`config.mk`:
```
export PLATFORM = sky130hd
export DESIGN_NAME = bus_timing_decoder
export DESIGN_NICKNAME = d
export VERILOG_FILES = /design/src/rtl/btd_pkg.sv /design/src/rtl/btd_wait_table.sv /design/src/rtl/btd_region_decode.sv /design/src/rtl/bus_timing_decoder.sv
export SDC_FILE = /design/constraint.sdc
export NUM_CORES = 1
export LEC_CHECK = 0
export ABC_CLOCK_PERIOD_IN_PS = 2100
export BUFFER_PORTS_ARGS = -buffer_cell sky130_fd_sc_hd__buf_2
export CAP_MARGIN = 20
export CORE_MARGIN = 1
export CORE_UTILIZATION = 59
export CTS_CLUSTER_DIAMETER = 80
export CTS_CLUSTER_SIZE = 24
export DETAILED_ROUTE_END_ITERATION = 10
export PLACE_DENSITY = 0.78
export SLEW_MARGIN = 20
export SYNTH_ARGS = -nofsm -noshare
export SYNTH_HDL_FRONTEND = slang
export SYNTH_SLANG_ARGS = --single-unit
```
`constraint.sdc`:
```
create_clock -name clk -period 2.1 [get_ports clk]
set_clock_uncertainty 0.05 [all_clocks]
set_input_delay 0.21 -clock clk [delete_from_list [all_inputs] [get_ports clk]]
set_output_delay 0.21 -clock clk [all_outputs]
set_load 0.02 [all_outputs]
```
`src/rtl/btd_pkg.sv`:
```
package btd_pkg;
  localparam int PAGE_W = 3;
  localparam int TIDX_W = PAGE_W + 2;
  localparam logic [PAGE_W-1:0] BKP_PAGE = 3'd6;

  typedef enum logic [1:0] {
    SZ_BYTE = 2'd0,
    SZ_HALF = 2'd1,
    SZ_WORD = 2'd2
  } size_e;

  typedef enum logic [3:0] {
    RG_BOOT   = 4'd0,
    RG_EXTRAM = 4'd1,
    RG_INTRAM = 4'd2,
    RG_IO     = 4'd3,
    RG_PAL    = 4'd4,
    RG_VID    = 4'd5,
    RG_OBJ    = 4'd6,
    RG_CART   = 4'd7,
    RG_BACKUP = 4'd8,
    RG_UNMAP  = 4'd9
  } region_e;

  typedef enum logic [1:0] {
    RP_NONE = 2'd0,
    RP_X2   = 2'd1,
    RP_X4   = 2'd2
  } repl_e;
endpackage

```
`src/rtl/btd_wait_table.sv`:
```
module btd_wait_table
  import btd_pkg::*;
#(
  parameter int CYC_W   = 5,
  parameter int DEF_N16 = 5,
  parameter int DEF_S16 = 3,
  parameter int DEF_N32 = 8,
  parameter int DEF_S32 = 6
) (
  input  logic              clk,
  input  logic              rst_n,
  input  logic              wr_en,
  input  logic [TIDX_W-1:0] wr_idx,
  input  logic [CYC_W-1:0]  wr_data,
  input  logic [TIDX_W-1:0] rd_idx,
  output logic [CYC_W-1:0]  rd_data
);
  localparam int ENTRIES = 1 << TIDX_W;

  logic [CYC_W-1:0] ent_q [ENTRIES];
  logic [CYC_W-1:0] ent_d [ENTRIES];

  function automatic logic [CYC_W-1:0] def_val(input int i);
    int wide;
    int sq;
    wide = (i >> (PAGE_W + 1)) & 1;
    sq   = (i >> PAGE_W) & 1;
    if (wide == 1) return (sq == 1) ? CYC_W'(DEF_S32) : CYC_W'(DEF_N32);
    return (sq == 1) ? CYC_W'(DEF_S16) : CYC_W'(DEF_N16);
  endfunction

  always_comb begin
    ent_d = ent_q;
    if (wr_en) ent_d[wr_idx] = wr_data;
  end

  always_ff @(posedge clk or negedge rst_n) begin
    if (!rst_n) begin
      for (int i = 0; i < ENTRIES; i++) ent_q[i] <= def_val(i);
    end else if (wr_en) begin
      ent_q <= ent_d;
    end
  end

  assign rd_data = ent_q[rd_idx];


  cfg_write_lands_chk: assert property (@(posedge clk) disable iff (!rst_n)
    wr_en |=> ent_q[$past(wr_idx)] == $past(wr_data));
endmodule

```
`src/rtl/btd_region_decode.sv`:
```
module btd_region_decode
  import btd_pkg::*;
#(
  parameter int CYC_W = 5
) (
  input  logic [31:0]       addr,
  input  logic [1:0]        size,
  input  logic              seq,
  input  logic              dma,
  input  logic              prev_dma,
  output logic [3:0]        region,
  output logic [31:0]       out_addr,
  output logic              use_tbl,
  output logic [TIDX_W-1:0] tbl_idx,
  output logic [CYC_W-1:0]  fix_cyc,
  output logic [1:0]        repl,
  output logic [3:0]        shift,
  output logic              pf_stop
);
  localparam logic [CYC_W-1:0] CYC_ONE  = CYC_W'(1);
  localparam logic [CYC_W-1:0] CYC_EXTN = CYC_W'(3);
  localparam logic [CYC_W-1:0] CYC_EXTW = CYC_W'(6);

  logic [31:0] al;
  logic        is_word;
  logic        is_byte;
  logic        seq_eff;

  always_comb begin
    is_byte = (size == SZ_BYTE);
    is_word = (size == SZ_WORD) || (size == 2'd3);
    if (is_byte)              al = addr;
    else if (size == SZ_HALF) al = {addr[31:1], 1'b0};
    else                      al = {addr[31:2], 2'b00};
  end

  always_comb begin
    region   = RG_UNMAP;
    out_addr = al;
    use_tbl  = 1'b0;
    tbl_idx  = '0;
    fix_cyc  = CYC_ONE;
    repl     = RP_NONE;
    shift    = 4'd0;
    pf_stop  = 1'b0;
    seq_eff  = 1'b0;
    unique case (addr[27:24])
      4'h0: region = RG_BOOT;
      4'h2: begin
        region   = RG_EXTRAM;
        out_addr = {14'd0, al[17:0]};
        fix_cyc  = is_word ? CYC_EXTW : CYC_EXTN;
      end
      4'h3: begin
        region   = RG_INTRAM;
        out_addr = {17'd0, al[14:0]};
      end
      4'h4: region = RG_IO;
      4'h5: region = RG_PAL;
      4'h6: region = RG_VID;
      4'h7: region = RG_OBJ;
      4'h8, 4'h9, 4'hA, 4'hB, 4'hC, 4'hD: begin
        region  = RG_CART;
        seq_eff = seq && (al[16:0] != 17'd0) && !(prev_dma && !dma);
        use_tbl = 1'b1;
        tbl_idx = {is_word, seq_eff, addr[26:24]};
        if (is_byte) begin
          out_addr = {al[31:1], 1'b0};
          shift    = {al[0], 3'b000};
        end
      end
      4'hE, 4'hF: begin
        region   = RG_BACKUP;
        out_addr = addr;
        use_tbl  = 1'b1;
        tbl_idx  = {2'b00, BKP_PAGE};
        repl     = is_byte ? RP_NONE : (size == SZ_HALF) ? RP_X2 : RP_X4;
        pf_stop  = 1'b1;
      end
      default: region = RG_UNMAP;
    endcase
  end
endmodule

```
`src/rtl/bus_timing_decoder.sv`:
```
module bus_timing_decoder
  import btd_pkg::*;
#(
  parameter int CYC_W   = 5,
  parameter int DEF_N16 = 5,
  parameter int DEF_S16 = 3,
  parameter int DEF_N32 = 8,
  parameter int DEF_S32 = 6
) (
  input  logic              clk,
  input  logic              rst_n,
  input  logic              req_valid,
  output logic              req_ready,
  input  logic [31:0]       req_addr,
  input  logic [1:0]        req_size,
  input  logic              req_seq,
  input  logic              req_dma,
  input  logic              cfg_we,
  input  logic [TIDX_W-1:0] cfg_idx,
  input  logic [CYC_W-1:0]  cfg_wdata,
  output logic              rsp_valid,
  input  logic              rsp_ready,
  output logic [3:0]        rsp_region,
  output logic [31:0]       rsp_addr,
  output logic [CYC_W-1:0]  rsp_cycles,
  output logic [1:0]        rsp_repl,
  output logic [3:0]        rsp_shift,
  output logic              rsp_pf_stop
);
  logic              accept;
  logic              prev_dma_q;
  logic              valid_d;
  logic [3:0]        dec_region;
  logic [31:0]       dec_addr;
  logic              dec_use_tbl;
  logic [TIDX_W-1:0] dec_idx;
  logic [CYC_W-1:0]  dec_fix;
  logic [CYC_W-1:0]  tbl_val;
  logic [CYC_W-1:0]  cyc_d;
  logic [1:0]        dec_repl;
  logic [3:0]        dec_shift;
  logic              dec_pf;

  btd_region_decode #(.CYC_W(CYC_W)) u_dec (
    .addr     (req_addr),
    .size     (req_size),
    .seq      (req_seq),
    .dma      (req_dma),
    .prev_dma (prev_dma_q),
    .region   (dec_region),
    .out_addr (dec_addr),
    .use_tbl  (dec_use_tbl),
    .tbl_idx  (dec_idx),
    .fix_cyc  (dec_fix),
    .repl     (dec_repl),
    .shift    (dec_shift),
    .pf_stop  (dec_pf)
  );

  btd_wait_table #(
    .CYC_W(CYC_W), .DEF_N16(DEF_N16), .DEF_S16(DEF_S16),
    .DEF_N32(DEF_N32), .DEF_S32(DEF_S32)
  ) u_tbl (
    .clk     (clk),
    .rst_n   (rst_n),
    .wr_en   (cfg_we),
    .wr_idx  (cfg_idx),
    .wr_data (cfg_wdata),
    .rd_idx  (dec_idx),
    .rd_data (tbl_val)
  );

  always_comb begin
    req_ready = !rsp_valid || rsp_ready;
    accept    = req_valid && req_ready;
    cyc_d     = dec_use_tbl ? tbl_val : dec_fix;
    if (accept)         valid_d = 1'b1;
    else if (rsp_ready) valid_d = 1'b0;
    else                valid_d = rsp_valid;
  end

  always_ff @(posedge clk or negedge rst_n) begin
    if (!rst_n) begin
      rsp_valid  <= 1'b0;
      prev_dma_q <= 1'b0;
    end else begin
      rsp_valid <= valid_d;
      if (accept) prev_dma_q <= req_dma;
    end
  end

  always_ff @(posedge clk or negedge rst_n) begin
    if (!rst_n) begin
      rsp_region  <= '0;
      rsp_addr    <= '0;
      rsp_cycles  <= '0;
      rsp_repl    <= '0;
      rsp_shift   <= '0;
      rsp_pf_stop <= 1'b0;
    end else if (accept) begin
      rsp_region  <= dec_region;
      rsp_addr    <= dec_addr;
      rsp_cycles  <= cyc_d;
      rsp_repl    <= dec_repl;
      rsp_shift   <= dec_shift;
      rsp_pf_stop <= dec_pf;
    end
  end


  rsp_follows_accept_chk: assert property (@(posedge clk) disable iff (!rst_n)
    (req_valid && req_ready) |=> rsp_valid);


  rsp_held_chk: assert property (@(posedge clk) disable iff (!rst_n)
    (rsp_valid && !rsp_ready) |=> (rsp_valid && $stable(rsp_addr) &&
                                   $stable(rsp_cycles) && $stable(rsp_region)));


  extram_cost_chk: assert property (@(posedge clk) disable iff (!rst_n)
    (rsp_valid && rsp_region == RG_EXTRAM) |-> (rsp_cycles == CYC_W'(3) || rsp_cycles == CYC_W'(6)));


  intram_mask_chk: assert property (@(posedge clk) disable iff (!rst_n)
    (rsp_valid && rsp_region == RG_INTRAM) |-> (rsp_addr[31:15] == 17'd0));


  backup_pf_chk: assert property (@(posedge clk) disable iff (!rst_n)
    rsp_valid |-> (rsp_pf_stop == (rsp_region == RG_BACKUP)));
endmodule

```
Word-level counts from Yosys, hierarchy flattened:

Index checks and enable logic that the tools add are counted.

* output and inout bits: 50
* logic and storage cells: 103
* register bits after elaboration: 210
* input port bits: 51

* reduce and logical (&&, ||, !) cells: 17
* mux-type cells: 24
* magnitude comparators: 3
* eq/ne operators: 17
* bitwise gates (word level): 2

Operator list (number)
* bitwise mux 160 bit: 1
* case mux 32 bit (4 select lines): 1
* case mux 4 bit (9 select lines): 1
* == test 4 bit (second input constant): 8
* binary-select mux 5 bit (select 5 bit): 1
* demux 5 bit (select 5 bit): 1
* 2-to-1 mux 5 bit: 5
* nonzero test 17 bit: 1
* == test 4 x 3 -> 1 bit (second input constant): 4
* >= comparator 6 bit (second input constant): 2
* NOT 5 -> 6 bit: 2
* 2-to-1 mux 2 bit: 5
* case mux 5 bit (2 select lines): 1
* == test 4 x 2 -> 1 bit (second input constant): 2
* 2-to-1 mux 4 bit: 2
* OR reduction 8 bit: 1
* < comparator 6 x 1 -> 1 bit (second input constant): 1
* OR reduction 6 bit: 1
* logical AND 1 bit: 5
* 2-to-1 mux 1 bit: 5
* == test 2 bit (second input constant): 2
* logical NOT 4 bit: 1
* logical NOT 1 bit: 3
* 2-to-1 mux 3 bit: 1
* other kinds (5): 6

Longest topological paths before layout:

* word-level depth: 12
* depth in mapped cells: 9
* depth with buffers taken out: 6

Cells and area by module:

Synthesis repeated with hierarchy kept, for this count alone.

* cell total of the unflattened synthesis: 651
* area, all modules: 10034.6 sq um

Modules (own cells, without submodules)
* btd_wait_table: cells each 449, area each 7395.8 sq um, instances 1, seq. area each 4073.9 sq um
* bus_timing_decoder: cells each 119, area each 2094.5 sq um, instances 1, seq. area each 1251.2 sq um
* btd_region_decode: cells each 83, area each 544.3 sq um, instances 1, seq. area each 0.0 sq um

Worst setup path before layout:

Ideal clock, no wire load.

* path type: input to register
* start: in req_addr[24]
* end: reg rsp_cycles[0]
* cell stages on the path: 8
* library setup time: 130 ps
* slack: 168 ps
* arrival: 1753 ps
* path buffers: 3
* required time: 1920 ps
* cell sequence: buf_4 -> and2_4 -> buf_6 -> nand2_8 -> buf_2 -> mux4_2 -> a211oi_1 -> o31ai_1

* longest elaborated chain between the ends: 8

Ends and longest elaborated chain
* start: declaration: RTL line bus_timing_decoder.sv:14 `input logic [31:0] req_addr,`
* == test 4 bit: RTL line btd_region_decode.sv:47 `unique case (addr[27:24])`
* OR reduction 6 bit / OR reduction 2 bit (equally long branches): RTL line btd_region_decode.sv:47
* case mux 5 bit (2 select lines): RTL line btd_region_decode.sv:47
* NOT 5 -> 6 bit (not written as such): RTL line btd_wait_table.sv:45 `assign rd_data = ent_q[rd_idx];`
* binary-select mux 5 bit (select 5 bit): RTL line btd_wait_table.sv:45
* 2-to-1 mux 5 bit (not written as such) (2 in a row): RTL line btd_wait_table.sv:45
* 2-to-1 mux 5 bit (*): RTL line bus_timing_decoder.sv:76 `cyc_d = dec_use_tbl ? tbl_val : dec_fix;`
* end signal: assignment: RTL line bus_timing_decoder.sv:103 `rsp_cycles <= cyc_d;`
* end: declaration: RTL line bus_timing_decoder.sv:25 `output logic [CYC_W-1:0] rsp_cycles,`

Every way passes the cells marked *; elsewhere a longest branch is shown, timed or not. The select of a mux whose other input is x is not followed.
A chain may end at the register's enable or synchronous reset.

Final worst setup path:

* start: in req_addr[15]
* end: reg rsp_cycles[1]

* longest elaborated chain between the ends: 9

Ends and longest elaborated chain
* nonzero test 17 bit: RTL line btd_region_decode.sv:64 `seq_eff = seq && (al[16:0] != 17'd0) && !(prev_dma && !dma);`
* logical AND 1 bit (2 in a row): RTL line btd_region_decode.sv:64
* case mux 5 bit (2 select lines): RTL line btd_region_decode.sv:47
* NOT 5 -> 6 bit (not written as such): RTL line btd_wait_table.sv:45
* binary-select mux 5 bit (select 5 bit): RTL line btd_wait_table.sv:45
* 2-to-1 mux 5 bit (not written as such) (2 in a row): RTL line btd_wait_table.sv:45
* 2-to-1 mux 5 bit: RTL line bus_timing_decoder.sv:76

Every way passes these cells. The select of a mux whose other input is x is not followed.

==> flow_metrics.tcl <==
set metrics [dict create \
    status "completed" \
    worstSetupPathType "in2reg" \
    dieArea_sq_um 15970 \
    timing.final.ws_setup_ps 55.52 \
    period_share_pct 97.36 \
    clockRootBuffer "clkbuf_16" \
    ys_ff_latch 194 \
    drt-total-wl_microns 25530 \
    worst_ep_arrival_time_ps 2310 \
    finalCriticalPeriod_ps 2044 \
    routedWlPerCell_microns 23.23 \
    reg2regPathDepth 6 \
    utilization_pct 73.14 \
    vdd_ir_drop_max_mv 0.5833 \
    cp_slowest_stage_delay_ps 590 \
    grt_usage_pct 34.26 \
    antenna_cells 0 \
    n_fill_cell 1010 \
    tightest_slew_ps 649.0 \
    critical_path_required_ps 2360 \
    ys_warn_count 0 \
    tritoncts "built" \
    drive_above_1_share_pct 44.35 \
    grt_overflow_total 0 \
    drc 0 \
    rows 45 \
    die_h_microns 126.4 \
    h-tree-depth 4 \
    hold_viol_final 0 \
    max_freq_mhz 489.1 \
    grt_pass1_wl_microns 40880 \
    crit_fanout 8 \
    vias_per_cell 6.310 \
    ys.flop_type "dfrtp_1" \
    synth.most_common_cell "mux2_2" \
    maxCapViolCount 0 \
    grt_max_degree 57 \
    yosysTopAreaCell "dfrtp_1" \
    hp-class "in2reg" \
    synthTopCellsByCount "mux2_2, dfrtp_1, nand2_1, dfstp_2, nor2_1" \
    cp_cell_sequence "dlygate4sd3_1 -> nor3_2 -> nand4_1 -> o21a_2 -> buf_12 -> buf_8 -> o211ai_1 -> o311ai_2 -> o32a_1" \
    vias 6935 \
    worstSkewPairLatency_ps 440 \
    ant_nets 0 \
    finalPower_mw 10.40 \
    dp_hpwl_microns 17380 \
    cp-start-kind "input port" \
    async_flop_share_pct 100.0 \
    core_sq_um 15150 \
    final_max_slew_viol_count 0 \
    die_w_microns 126.4 \
    firstDrtPassIters 5 \
    power_density_nw_per_um2 938.4 \
    final_cell_area_sq_um 11080 \
    syn-cell-area_sq_um 9128 \
    dp_worst_setup_slack_ps -14.13 \
    tns_ps 0 \
    synth_edf_count 0 \
    whs_path_depth 3 \
    yosysTopAreaCellShare_pct 39.20 \
    crit_slowest_cell "dlygate4sd3_1" \
    placed_cell_area_sq_um 10110 \
    place_congestion 0.9836 \
    endpoint_kind "flip-flop" \
    max_slew_margin_pct 56.58 \
    p_leak_nw 5.057 \
    syn_to_final_growth_pct 21.37 \
    final_nets 949 \
    num_io_pins 101 \
    cts_buffers 17 \
    syn_inst 750 \
    seq_area_frac_synth_pct 53.89 \
    yosys-top-cells-area "dfrtp_1, mux2_2, dfstp_2" \
    drt_iter0_drc 661 \
    syn_area_per_cell_sq_um 12.17 \
    synth_cell_types 61 \
    port_buffers 97 \
    grt_pass1_vias 7348 \
    antenna_found_initial 0 \
    cts_buffer_depth 2 \
    clk_pin_slew_worst_paths_ps 70 \
    initial_core_util_pct 60.26 \
    setup_viol 0 \
    rsz0062_at_grt "false" \
    clock-sinks 194 \
]
state kept, by name (all words and copies together), names as in the netlist:
signal,cells
prev_dma_q,1
rsp_pf_stop,1
rsp_shift,1
rsp_repl,2
rsp_addr,32
rsp_valid,1
rsp_cycles,5
rsp_region,4
u_tbl.ent_q,147
where the power goes:
group,internal [mW],leakage [nW],switching [mW]
logic,0.951,2.41,0.966
clock network,2.10,0.306,1.42
registers,4.54,2.34,0.414
worst max-delay path, delay by kind of cell:
family          cells  cell delay (ps)
buf+inv             3              880
compound gates      4              890
simple gates        2              320
kinds of logic (layout without fill, tap and decap cells):
group	Yosys count	after routing	share of synthesized area, %
other	1	3	0.04108
buffers and inverters	59	218	3.112
AOI/OAI and AO/OA	118	118	9.554
and+or+nand+nor	198	198	9.980
DFF	194	194	53.89
muxes	180	180	23.43
per-layer routing:
layer / vias to the layer above / share of wire (%) / GRT usage [%]
li1: 3016 / - / -
met1: 3490 / 41 / 44.34
met2: 356 / 48 / 55.87
met3: 73 / 6.6 / 6.664
met4: 0 / 3.8 / 16.65
met5: - / 0 / 0
worst paths after layout:
| kind | startpoint | to | slack, ps |
|---|---|---|---|
| worst max-delay path | req_addr[15] | rsp_cycles[1]$_DFFE_PN0P_ | 60 |
| worst min-delay path | req_dma | prev_dma_q$_DFFE_PN0P_ | 30 |
| worst max register to register | prev_dma_q$_DFFE_PN0P_ | rsp_cycles[1]$_DFFE_PN0P_ | 90 |
| worst min register to register | rsp_addr[12]$_DFFE_PN0P_ | rsp_addr[12]$_DFFE_PN0P_ | 420 |
| max in group asynchronous | rst_n | u_tbl.ent_q[111]$_DFFE_PN1P_ | 920 |
| min in group asynchronous | rst_n | u_tbl.ent_q[126]$_DFFE_PN0P_ | 270 |
metrics by stage:
step	cells	hold WS, ps
finish	1099	29.53
global route	1099	32.67
CTS	1103	11.44
detailed placement	1042	139.5
global placement	1042	128.7
floorplan	752	-135.6
layout make-up:
| class | count | area (sq um) | area share [%] |
|---|---|---|---|
| well taps | 188 | 235.2 | 2.123 |
| clock buffers | 21 | 470.5 | 4.247 |
| multi-input cells | 499 | 3954 | 35.69 |
| repair buffers | 179 | 1300 | 11.73 |
| flip-flops and latches | 194 | 4918 | 44.40 |
| clock inverters | 11 | 173.9 | 1.570 |
| inverters | 7 | 26.28 | 0.2372 |
layout by cell type, fill, tap and decap left out, types with 4 or more instances in the layout:
| cell | synthesis | final |
|---|---|---|
| mux2_2 | 149 | 149 |
| dfrtp_1 | 143 | 143 |
| nand2_1 | 110 | 110 |
| buf_2 | 11 | 90 |
| buf_4 | 7 | 51 |
| dfstp_2 | 51 | 51 |
| nor2_1 | 29 | 29 |
| dlygate4sd3_1 | 0 | 27 |
| mux2i_1 | 19 | 19 |
| clkbuf_16 | 0 | 18 |
| nand3_1 | 16 | 16 |
| o21ai_0 | 15 | 15 |
| a21oi_1 | 14 | 14 |
| a22o_1 | 12 | 12 |
| mux4_2 | 12 | 12 |
| a211oi_1 | 9 | 9 |
| inv_1 | 6 | 6 |
| and2_1 | 6 | 6 |
| o211ai_1 | 6 | 6 |
| a22oi_1 | 6 | 6 |
| buf_12 | 0 | 6 |
| nor2b_1 | 5 | 5 |
| o31ai_1 | 5 | 5 |
| o221ai_1 | 5 | 5 |
| a21o_1 | 5 | 5 |
| nand2b_1 | 4 | 4 |
| nand3b_1 | 4 | 4 |
| nor3b_1 | 4 | 4 |
| a211o_1 | 4 | 4 |
| o2111ai_1 | 4 | 4 |
| a221oi_1 | 4 | 4 |
| bufinv_16 | 0 | 4 |
timing repair:
action | CTS | global route
hold buffers | 29 | 0
endpoints found under the hold margin | 61 | 0
buffers inserted | 0 | 1
endpoints found under the setup margin | 0 | 5
gates resized for setup | 0 | 10
Power figures use the tool's default switching activity.
